File: src/rtl/clkbuf_seq_pkg.sv
package clkbuf_seq_pkg;

    typedef enum logic [1:0] {
        ST_OFF    = 2'd0,
        ST_SETTLE = 2'd1,
        ST_WAIT   = 2'd2,
        ST_RUN    = 2'd3
    } seq_state_e;

    typedef enum logic [1:0] {
        DRV_OFF    = 2'd0,
        DRV_HIGH   = 2'd1,
        DRV_TOGGLE = 2'd2
    } drive_mode_e;

    // Whole reference cycles covering a time in microseconds, rounded up.
    function automatic int unsigned cycles_for_us(input int unsigned khz,
                                                  input int unsigned us);
        int unsigned raw;
        raw = (khz * us + 999) / 1000;
        return (raw == 0) ? 1 : raw;
    endfunction

endpackage

File: src/rtl/clkbuf_seq_sync.sv
module clkbuf_seq_sync #(
    parameter int unsigned WIDTH   = 3,
    parameter int unsigned STAGES  = 2,
    parameter logic [WIDTH-1:0] RST_VAL = '0
) (
    input  logic             clk_i,
    input  logic             rst_ni,
    input  logic [WIDTH-1:0] d_i,
    output logic [WIDTH-1:0] q_o
);

    logic [WIDTH-1:0] stg_q [STAGES];

    always_ff @(posedge clk_i or negedge rst_ni) begin
        if (!rst_ni) begin
            for (int i = 0; i < STAGES; i++) stg_q[i] <= RST_VAL;
        end else begin
            stg_q[0] <= d_i;
            for (int i = 1; i < STAGES; i++) stg_q[i] <= stg_q[i-1];
        end
    end

    assign q_o = stg_q[STAGES-1];

endmodule

File: src/rtl/clkbuf_seq_fsm.sv
module clkbuf_seq_fsm
    import clkbuf_seq_pkg::*;
#(
    parameter int unsigned SETTLE_CYC = 2000
) (
    input  logic        clk_i,
    input  logic        rst_ni,
    input  logic        supply_ok_i,
    input  logic        pd_rel_i,
    input  logic        clk_ok_i,
    input  logic        lock_i,
    input  logic        cfg_high_i,
    output seq_state_e  state_o,
    output logic        en_o,
    output drive_mode_e mode_o
);

    localparam int unsigned CW = $clog2(SETTLE_CYC + 1);
    localparam logic [CW-1:0] LAST_CNT = CW'(SETTLE_CYC - 1);

    typedef struct packed {
        seq_state_e  state;
        logic [CW-1:0] cnt;
        logic        en;
        drive_mode_e mode;
    } seq_regs_t;

    seq_regs_t r_d, r_q;
    logic      run_ok;

    assign run_ok = pd_rel_i && clk_ok_i && lock_i;

    always_comb begin
        r_d = r_q;
        unique case (r_q.state)
            ST_OFF: begin
                r_d.cnt = '0;
                if (supply_ok_i) r_d.state = ST_SETTLE;
            end
            ST_SETTLE: begin
                if (r_q.cnt == LAST_CNT) begin
                    r_d.state = ST_WAIT;
                    r_d.cnt   = '0;
                end else begin
                    r_d.cnt = r_q.cnt + 1'b1;
                end
            end
            ST_WAIT: begin
                if (run_ok) r_d.state = ST_RUN;
            end
            ST_RUN: begin
                if (!run_ok) r_d.state = ST_WAIT;
            end
            default: r_d.state = ST_OFF;
        endcase

        if (!supply_ok_i) begin
            r_d.state = ST_OFF;
            r_d.cnt   = '0;
        end

        r_d.en = (r_d.state == ST_RUN);
        if (r_d.state == ST_RUN)
            r_d.mode = DRV_TOGGLE;
        else if ((r_d.state == ST_SETTLE || r_d.state == ST_WAIT) && pd_rel_i && cfg_high_i)
            r_d.mode = DRV_HIGH;
        else
            r_d.mode = DRV_OFF;
    end

    always_ff @(posedge clk_i or negedge rst_ni) begin
        if (!rst_ni) begin
            r_q.state <= ST_OFF;
            r_q.cnt   <= '0;
            r_q.en    <= 1'b0;
            r_q.mode  <= DRV_OFF;
        end else begin
            r_q <= r_d;
        end
    end

    assign state_o = r_q.state;
    assign en_o    = r_q.en;
    assign mode_o  = r_q.mode;

    // supply loss resets everything at the next edge
    p_supply_drop_r6: assert property (@(posedge clk_i) disable iff (!rst_ni)
        !supply_ok_i |=> (r_q.state == ST_OFF && !r_q.en && r_q.cnt == '0 && r_q.mode == DRV_OFF));

    // supply arrival starts the settle phase from a zero count
    p_off_exit_r2: assert property (@(posedge clk_i) disable iff (!rst_ni)
        (r_q.state == ST_OFF && supply_ok_i) |=> (r_q.state == ST_SETTLE && r_q.cnt == '0));

    // the settle counter never passes its terminal value
    p_settle_bound_r3: assert property (@(posedge clk_i) disable iff (!rst_ni)
        (r_q.state == ST_SETTLE) |-> (r_q.cnt <= LAST_CNT));

    // running is entered only with all synchronized conditions present
    p_run_entry_r4: assert property (@(posedge clk_i) disable iff (!rst_ni)
        $rose(r_q.state == ST_RUN) |-> $past(pd_rel_i && clk_ok_i && lock_i && supply_ok_i));

    // no input clock keeps the enable low
    p_no_clock_r4: assert property (@(posedge clk_i) disable iff (!rst_ni)
        (r_q.state == ST_WAIT && !clk_ok_i) |=> !r_q.en);

    // any lost condition drops back to waiting
    p_run_exit_r5: assert property (@(posedge clk_i) disable iff (!rst_ni)
        (r_q.state == ST_RUN && supply_ok_i && !(pd_rel_i && clk_ok_i && lock_i))
            |=> (r_q.state == ST_WAIT && !r_q.en));

endmodule

File: src/rtl/clkbuf_pwrup_seq.sv
module clkbuf_pwrup_seq
    import clkbuf_seq_pkg::*;
#(
    parameter int unsigned REF_FREQ_KHZ = 125000,
    parameter int unsigned SETTLE_US    = 250,
    parameter int unsigned SYNC_STAGES  = 2
) (
    input  logic       clk_i,
    input  logic       rst_ni,
    input  logic       supply_ok_i,
    input  logic       pwrdn_ni,
    input  logic       refclk_ok_i,
    input  logic       pll_lock_i,
    input  logic       cfg_pd_high_i,
    output logic       out_en_o,
    output logic [1:0] drive_mode_o,
    output logic [1:0] state_o
);

    localparam int unsigned SETTLE_CYC = cycles_for_us(REF_FREQ_KHZ, SETTLE_US);
    localparam int unsigned NFLAG      = 3;

    logic [NFLAG-1:0] raw_flags, syn_flags;
    seq_state_e       state_w;
    drive_mode_e      mode_w;
    logic             en_w;

    assign raw_flags = {pwrdn_ni, refclk_ok_i, pll_lock_i};

    clkbuf_seq_sync #(
        .WIDTH  (NFLAG),
        .STAGES (SYNC_STAGES),
        .RST_VAL('0)
    ) flag_sync_i (
        .clk_i (clk_i),
        .rst_ni(rst_ni),
        .d_i   (raw_flags),
        .q_o   (syn_flags)
    );

    clkbuf_seq_fsm #(
        .SETTLE_CYC(SETTLE_CYC)
    ) fsm_i (
        .clk_i      (clk_i),
        .rst_ni     (rst_ni),
        .supply_ok_i(supply_ok_i),
        .pd_rel_i   (syn_flags[2]),
        .clk_ok_i   (syn_flags[1]),
        .lock_i     (syn_flags[0]),
        .cfg_high_i (cfg_pd_high_i),
        .state_o    (state_w),
        .en_o       (en_w),
        .mode_o     (mode_w)
    );

    assign out_en_o     = en_w;
    assign drive_mode_o = mode_w;
    assign state_o      = state_w;

    // parking high needs the configuration bit at the deciding edge
    p_high_needs_cfg_r8: assert property (@(posedge clk_i) disable iff (!rst_ni)
        (drive_mode_o == DRV_HIGH) |-> $past(cfg_pd_high_i));

    // outputs never toggle while the enable is low
    p_toggle_needs_en_r8: assert property (@(posedge clk_i) disable iff (!rst_ni)
        (drive_mode_o == DRV_TOGGLE) |-> (out_en_o && state_o == 2'd3));

endmodule

File: config.mk
export PLATFORM = sky130hd
export DESIGN_NAME = clkbuf_pwrup_seq
export DESIGN_NICKNAME = d
export VERILOG_FILES = /design/src/rtl/clkbuf_seq_pkg.sv /design/src/rtl/clkbuf_seq_sync.sv /design/src/rtl/clkbuf_seq_fsm.sv /design/src/rtl/clkbuf_pwrup_seq.sv
export SDC_FILE = /design/constraint.sdc
export NUM_CORES = 1
export LEC_CHECK = 0
export BUFFER_PORTS_ARGS = -buffer_cell sky130_fd_sc_hd__clkbuf_2
export CORE_MARGIN = 4
export CORE_UTILIZATION = 30
export DETAILED_ROUTE_END_ITERATION = 7
export PLACE_DENSITY = 0.46
export RECOVER_POWER = 25
export SETUP_SLACK_MARGIN = 0.2
export SYNTH_ARGS = -nofsm -noshare
export SYNTH_HDL_FRONTEND = slang
export SYNTH_SLANG_ARGS = --single-unit
File: constraint.sdc
create_clock -name clk_i -period 2.18 [get_ports clk_i]
set_input_delay 0.218 -clock clk_i [delete_from_list [all_inputs] [get_ports clk_i]]
set_output_delay 0.218 -clock clk_i [all_outputs]
set_load 0.01 [all_outputs]
### Word level (Yosys, flattened, before mapping)

Cells that the tools add are included.
Widths: inputs -> output; s select.

* input port bits: 7
* bits in registers: 26
* word-level logic and storage cells: 30

* add/sub/neg operators: 1
* mux-type cells: 9
* reduce and logical (&&, ||, !) cells: 6
* equal/unequal tests: 8

Operators with widths (count)
* $pmux 15 s2: 1
* $mux 17: 1
* $add 15x1->15 const B: 1
* $eq 15x15->1 const B: 1
* $mux 15: 1
* $eq 2x2->1 const B: 4
* $mux 2: 4
* $pmux 2 s4: 1
* $eq 2x1->1 const B: 2
* $logic_and 1x1->1: 4
* $ne 3x1->1 const B: 1
* $logic_not 2->1: 1
* $logic_or 1x1->1: 1
* $mux 1: 1

### Longest topological paths before layout

Gate-level depths: netlist of run 1.

* word-level depth: 11
* gate-level depth with buffers: 8
* gate-level depth less buffers: 8

### By module

Synthesis of run 1 repeated with hierarchy kept, for this count alone.

* cell total of the unflattened synthesis: 111
* area, all modules: 1223.7 um2

By module, submodules not included
* clkbuf_seq_fsm: cells each 102, area an instance 1051.0 um2, times used 1
* clkbuf_seq_sync: cells each 9, area an instance 172.7 um2, times used 1

### Worst setup path before layout of run 1

OpenSTA, ideal clock, no wires.

* path type: reg-to-reg
* start point: register fsm_i.r_q[4] (netlist name)
* end point: register fsm_i.r_q (netlist bit fsm_i.mode_o[0])
* setup time: 121 ps
* stages on the path, launching flop included: 9
* arrival time: 1726 ps
* slack: 333 ps
* data required time: 2059 ps
* cells stage by stage: dfrtp_1 inv_1 ha_1 nor4bb_1 and2_1 a41oi_1 o21a_1 ha_1 and4b_1

RTL lines
* start: declaration: line clkbuf_seq_fsm.sv:28 `seq_regs_t r_d, r_q;`
* start signal: assignment: line clkbuf_seq_fsm.sv:78 `r_q <= r_d;`

==> impl_metrics.ini, run 1 <==
[setup_path]
cp.depth = 6
critPathCaptureType = flip-flop
crit_end = fsm_i.mode_o[0]
cp.buffers_inverters = 0
r2r_setup_slack_ns = 0.33
timing.rr.start = fsm_i.r_q[11]
worstReg2RegEnd = fsm_i.mode_o[0]
crit_arrival_ns = 2.02
crit_start = fsm_i.r_q[11]
required_ns = 2.35
slowest_stage = dfrtp_1
cp_top_family = simple AND/OR/NAND/NOR gates
crit_fanout = 5
cp-start-kind = flip-flop
path_class = flip-flop to flip-flop
path_cells = nor4b_2, and2_4, a41oi_2, o21a_1, ha_1, and4b_1
critical-path-max-stage-delay_ns = 0.45
r2r_cells = 6

[global_route]
grt_usage_pct = 10.4
grt_pass1_vias = 903
grt_remaining_overflow = 0
antenna_found_initial = 0
grt_first_pass_wirelength_um = 4170
grt_max_degree = 26

[synth]
synthSimpleGateAreaFrac_pct = 23.2
ys_async_sr_fraction_pct = 100
synthTopCellsByArea = dfrtp_1, buf_4, ha_1
yosysTopAreaCell = dfrtp_1
synth_cell_types = 37
synth_top_family_by_area = simple AND/OR/NAND/NOR gates
avgSynthCellArea_um2 = 11.1
ys_warn_count = 0
synthXorXnorAreaFrac_pct = 4.40
netlist_area_um2 = 1190
synth_compound_area_share_pct = 11.4
syn_inst = 108
synthMuxAreaShare_pct = 0
synth_ff_type = dfrtp_1
synth_top_area_share_pct = 52.4
syn-num-nets = 118
synthAdderAreaFrac_pct = 3.14
ys_seq_area_share_pct = 52.4
ys_ff_latch = 25
synth_edf_count = 0

[sta]
period_needed_ns = 1.85
tightestPinTransition_ns = 1.34
finalClockSkew_ns = 0.00132
setup_viol = 0
max_freq_ghz = 0.541
rsz0062_at_grt = no
final_hold_viol_count = 0
setup_tns_ns = 0
drv_slew = 0
fin_crit_sh_pct = 84.8
relSlewSlack_pct = 10.7

[floorplan]
die_area_um2 = 5060
start_util_pct = 31.9
rows = 22
die_h_um = 71.1
pin_count = 12
die_w_um = 71.1
core-area_um2 = 3740

[route]
drt_pass1_iterations = 4
drc = 0
drt_iter0_markers = 37
routed_wirelength_um = 2300
viasPerCell = 5.06
ant_nets = 0
vias = 840
wire_per_inst_um = 13.9

[cts]
tritoncts = done
htreeDepth = 1
path_clk_slew_ns = 0.09
post_cts_buffers = 0
cts.sinks = 25
clk_latency_ns = 0.27
clk_path_buf_depth = 2
numCtsBuffers = 3
cts_root_buf = clkbuf_8

[final_layout]
layout_commonest_cell = dfrtp_1
fin_cells = 166
drive_gt1_share_pct = 19.5
antennaDiodeCount = 0
syn_to_final_growth_pct = 12.9
final_nets = 129
final_cell_mix = dfrtp_1, nor2_1, clkbuf_2, nand2_1

[outcome]
status = finished clean

[pwr]
p_per_area_nw_per_um2 = 585
ir_drop_v = 0.000285
p_leak_nw = 0.525

[placement]
gp_congestion = 0.801
dp_cells = 161
hpwl_um = 1640
io_buffers = 11

[min_path]
holdPathStages = 1
min_path_type = primary input to flip-flop

[job]
drv_cap = 0
worst reg2reg max path, cell delays in order, from the launching register on:
cell,delay (ns)
dfrtp_1,0.45
nor4b_2,0.36
and2_4,0.21
a41oi_2,0.10
o21a_1,0.20
ha_1,0.27
and4b_1,0.17
through the flow:
| step | hold slack (ns) | total power [mW] | worst slack, ns | util (%) | cell area, µm² |
|---|---|---|---|---|---|
| after floorplan | -0.0776 | 0.500 | 0.333 | - | 1190 |
| after global placement | 0.271 | 0.519 | 0.213 | 33.8 | 1260 |
| after detailed placement | 0.279 | 0.520 | 0.143 | 33.8 | 1260 |
| after CTS | 0.0390 | 0.801 | 0.211 | 35.7 | 1340 |
| after global routing | 0.0227 | 0.833 | 0.207 | 36.0 | 1350 |
| final | 0.0455 | 0.789 | 0.331 | 36.0 | 1350 |
final cells by class:
| cell class | count | area (µm²) |
|---|---|---|
| Tap cell | 48 | 60.1 |
| Timing Repair Buffer | 13 | 67.6 |
| Multi-Input combinational cell | 73 | 538 |
| Fill cell | 399 | 2390 |
| Clock buffer | 3 | 41.3 |
| Sequential cell | 25 | 626 |
| Inverter | 3 | 11.3 |
| Clock inverter | 1 | 5.00 |
power breakdown:
part           switching (mW)  leakage (nW)  internal [mW]
clock network           0.150        0.0255          0.128
logic                  0.0218         0.167         0.0125
registers             0.00464         0.332          0.472
total                   0.176         0.525          0.613
flip-flops by register name, summed over array words and instances, names as in the netlist:
register	cells
fsm_i.en_o	1
fsm_i.state_o	2
flag_sync_i.stg_q	3
fsm_i.mode_o	1
flag_sync_i.q_o	3
fsm_i.r_q	15
how the worst min path moves through the flow:
stage | from | to | slack (ns)
final | pwrdn_ni | flag_sync_i.stg_q[5] | 0.05
after global routing | pll_lock_i | flag_sync_i.stg_q[3] | 0.02
after CTS | pll_lock_i | flag_sync_i.stg_q[3] | 0.04
after detailed placement | rst_ni | fsm_i.r_q[15] | 0.28
after global placement | rst_ni | fsm_i.r_q[17] | 0.27
after floorplan | rst_ni | flag_sync_i.q_o[0] | -0.08
routing by layer:
layer	vias up	part of all wire, %	track usage (%)
met5	-	0	0
met4	0	0.83	2.51
met3	5	3.4	3.41
met2	13	48	16.6
met1	407	48	13.6
li1	415	-	-
kinds of logic after synthesis:
group	count (synthesis)
and+or+nand+nor	44
buffers and inverters	10
DFF	25
adders and majority gates	3
AOI/OAI and AO/OA	20
xor gates and xnor gates	6
synth_stat cells (2+ instances only):
| master | number |
|---|---|
| nand3_1 | 3 |
| ha_1 | 3 |
| a21oi_1 | 4 |
| o31ai_1 | 4 |
| a41oi_1 | 2 |
| and4_1 | 4 |
| xnor2_1 | 2 |
| xor2_1 | 4 |
| nand4_1 | 4 |
| nor3b_1 | 2 |
| nand2_1 | 6 |
| o21ai_0 | 4 |
| a21oi_2 | 2 |
| and2_1 | 2 |
| inv_1 | 3 |
| or4_4 | 2 |
| or3_1 | 2 |
| nor2_1 | 8 |
| dfrtp_1 | 25 |
| buf_4 | 5 |
timing repair:
item | CTS | global route
gates resized for setup | 2 | 5
hold buffers | 1 | 0
pin swaps | 0 | 4
endpoints found under the setup margin | 1 | 1
hold endpoints to repair | 25 | 0
(Power assumes the default switching activity.)
==> inputs of run 2 (changes only) <==
ABC_AREA = 1   (was not set)
PLACE_DENSITY = 0.47   (was 0.46)
clock period = 1.6 ns   (was 2.18 ns; I/O delays follow)
==> impl_metrics.ini, run 2 <==
[cts]
clk_path_buf_depth = 2
clk_latency_ns = 0.27
path_clk_slew_ns = 0.09
cts_root_buf = clkbuf_8
cts.sinks = 25
tritoncts = done
numCtsBuffers = 3
htreeDepth = 1

[synth]
ys_async_sr_fraction_pct = 100
synthTopCellsByCount = nand2_1, nor2_1, dfrtp_1
synth_ff_type = dfrtp_1
netlist_area_um2 = 1360
syn-num-nets = 182
yosysTopAreaCell = dfrtp_1
synthTopCellsByArea = dfrtp_1, nand2_1, nor2_1
synth_cell_types = 23
ys_seq_area_share_pct = 46.0
ys_ff_latch = 25
avgSynthCellArea_um2 = 7.91
post-synth-top-count-cell = nand2_1
synth_top_area_share_pct = 46.0
synth_edf_count = 0
syn_inst = 172
ys_warn_count = 0

[global_route]
grt_usage_pct = 12.7
grt_pass1_vias = 1200
grt_max_degree = 26
antenna_found_initial = 0
grt_remaining_overflow = 0
grt_first_pass_wirelength_um = 5500

[route]
wire_per_inst_um = 12.0
drt_pass1_iterations = 4
drc = 0
vias = 1178
viasPerCell = 4.66
ant_nets = 0
routed_wirelength_um = 3030
drt_iter0_markers = 70

[setup_path]
worstReg2RegEnd = fsm_i.mode_o[0]
critPathCaptureType = flip-flop
r2r_cells = 12
slowest_stage = dfrtp_1
path_cells = inv_2, ha_4, inv_2, nor2_2, nand2_1, nor2_2, nand2_2, nand2_2, a21oi_2, ha_1, nand3_2, nor2_2
cp-start-kind = flip-flop
r2r_setup_slack_ns = 0.02
path_class = flip-flop to flip-flop
critical-path-max-stage-delay_ns = 0.40
crit_fanout = 3
worst_path_most_repeated_cell = nor2_2
crit_start = fsm_i.r_q[4]
timing.rr.start = fsm_i.r_q[4]
crit_arrival_ns = 1.80
required_ns = 1.81

[floorplan]
start_util_pct = 31.0
pin_count = 12
core-area_um2 = 4380
die_w_um = 75.3
die_h_um = 75.3
die_area_um2 = 5670
rows = 24

[final_layout]
largest_reg_flops = 15
fin_cells = 253
layout_commonest_cell = nand2_1
multiInputGateArea_um2 = 708
drive_gt1_share_pct = 32.8
nFillCells = 451
seq_area_um2 = 626
final_nets = 212
regMostFlops = fsm_i.r_q
final_cell_mix = nand2_1, nor2_1, dfrtp_1, inv_1, buf_4
syn_to_final_growth_pct = 28.2
antennaDiodeCount = 0

[min_path]
holdCritStartpoint = cfg_pd_high_i
holdPathStages = 3
min_path_type = primary input to flip-flop
hold_end = fsm_i.mode_o[0]

[sta]
tightestPinTransition_ns = 0.629
hold_ws_ns = 0.106
finalClockSkew_ns = 0.00218
fin_crit_sh_pct = 98.9
final_hold_viol_count = 0
relSlewSlack_pct = 58.0
max_freq_ghz = 0.632
period_needed_ns = 1.58
drv_slew = 0
setup_tns_ns = 0
rsz0062_at_grt = yes
setup_viol = 0

[pwr]
power.switching_mw = 0.292
ir_drop_v = 0.000325
power_frac_comb_pct = 9.2
p_per_area_nw_per_um2 = 667
p_leak_nw = 0.830
p_sw_share_pct = 25.2
p_int_mw = 0.870
p_clk_share_pct = 34.8
power_frac_seq_pct = 56.1
p_total_mw = 1.16

[placement]
gp_congestion = 0.883
dp_cells = 243
hpwl_um = 2270
io_buffers = 11

[outcome]
status = finished clean

[job]
drv_cap = 0
run 2: cell count changes in the layout (fill, tap and decap cells not counted), sizes merged, moves of 3 or more:
cell and delta:
and4 -4, a21oi -3, nand3 +6, nor3 +3
o31ai -4, nor2 +28, buf +14, or4 -3
dlygate4sd3 +3, nand2 +42, inv +19
run 2: metal layers:
layer	global-route usage (%)	vias up	share of wire, %
li1	-	589	-
met3	2.37	4	3.7
met1	16.6	563	45
met2	21.3	22	50
met4	4.08	0	1.1
met5	0	-	0
run 2: worst max path at each step:
stage,to,cells past startpoint
3_5_place_dp,fsm_i.mode_o[0],11
5_1_grt,fsm_i.mode_o[0],12
3_3_place_gp,fsm_i.mode_o[0],12
4_1_cts,fsm_i.mode_o[0],12
2_1_floorplan,fsm_i.mode_o[0],12
6_report,fsm_i.mode_o[0],12
run 2: power by group through the flow:
stage | Clock, mW | Sequential, mW | Combinational, mW
detailed placement | 0 | 0.663 | 0.0764
floorplan | 0 | 0.663 | 0.0398
CTS | 0.414 | 0.652 | 0.105
global placement | 0 | 0.662 | 0.0754
global route | 0.437 | 0.654 | 0.119
finish | 0.404 | 0.652 | 0.106
run 2: cell families (layout without fill, tap and decap cells):
kind of cell / count (synthesis) / count (layout) / synth area share (%)
XOR/XNOR: 5 / 5 / 3.22
flip-flops: 25 / 25 / 46.0
adder cells (fa/ha/maj): 3 / 3 / 2.76
AO/OA/AOI/OAI: 9 / 9 / 3.59
AND/OR/NAND/NOR: 104 / 104 / 35.6
buffers and inverters: 26 / 55 / 8.83
run 2: worst max-delay path, delay by kind of cell, from the launching register on:
family,cells,cell delay [ns]
adders and majority gates,2,0.42
and+or+nand+nor,7,0.53
buffers and inverters,2,0.11
DFF,1,0.40
AOI/OAI and AO/OA,1,0.06
run 2: stage by stage:
stage | utilization, % | area (µm²) | worst slack, ns
final | 39.8 | 1740 | 0.0180
after global routing | 39.8 | 1740 | -0.118
after CTS | 39.3 | 1720 | -0.0613
after detailed placement | 35.0 | 1540 | -0.0411
after global placement | 35.0 | 1540 | 0.0510
after floorplan | - | 1360 | 0.0447
run 2: area by class of cell:
type / instances / area share, %
Multi-Input combinational cell: 121 / 40.6
Sequential cell: 25 / 35.9
Clock buffer: 3 / 2.37
Clock inverter: 1 / 0.503
Inverter: 21 / 4.81
Timing Repair Buffer: 30 / 12.1
Tap cell: 52 / 3.73
run 2: what timing repair did:
action                                  CTS  global route
pin swaps                                 3             5
hold endpoints to repair                 28             0
resized for setup                        23             7
hold buffers                              4             0
setup buffers                             2             0
endpoints found under the setup margin   14            15
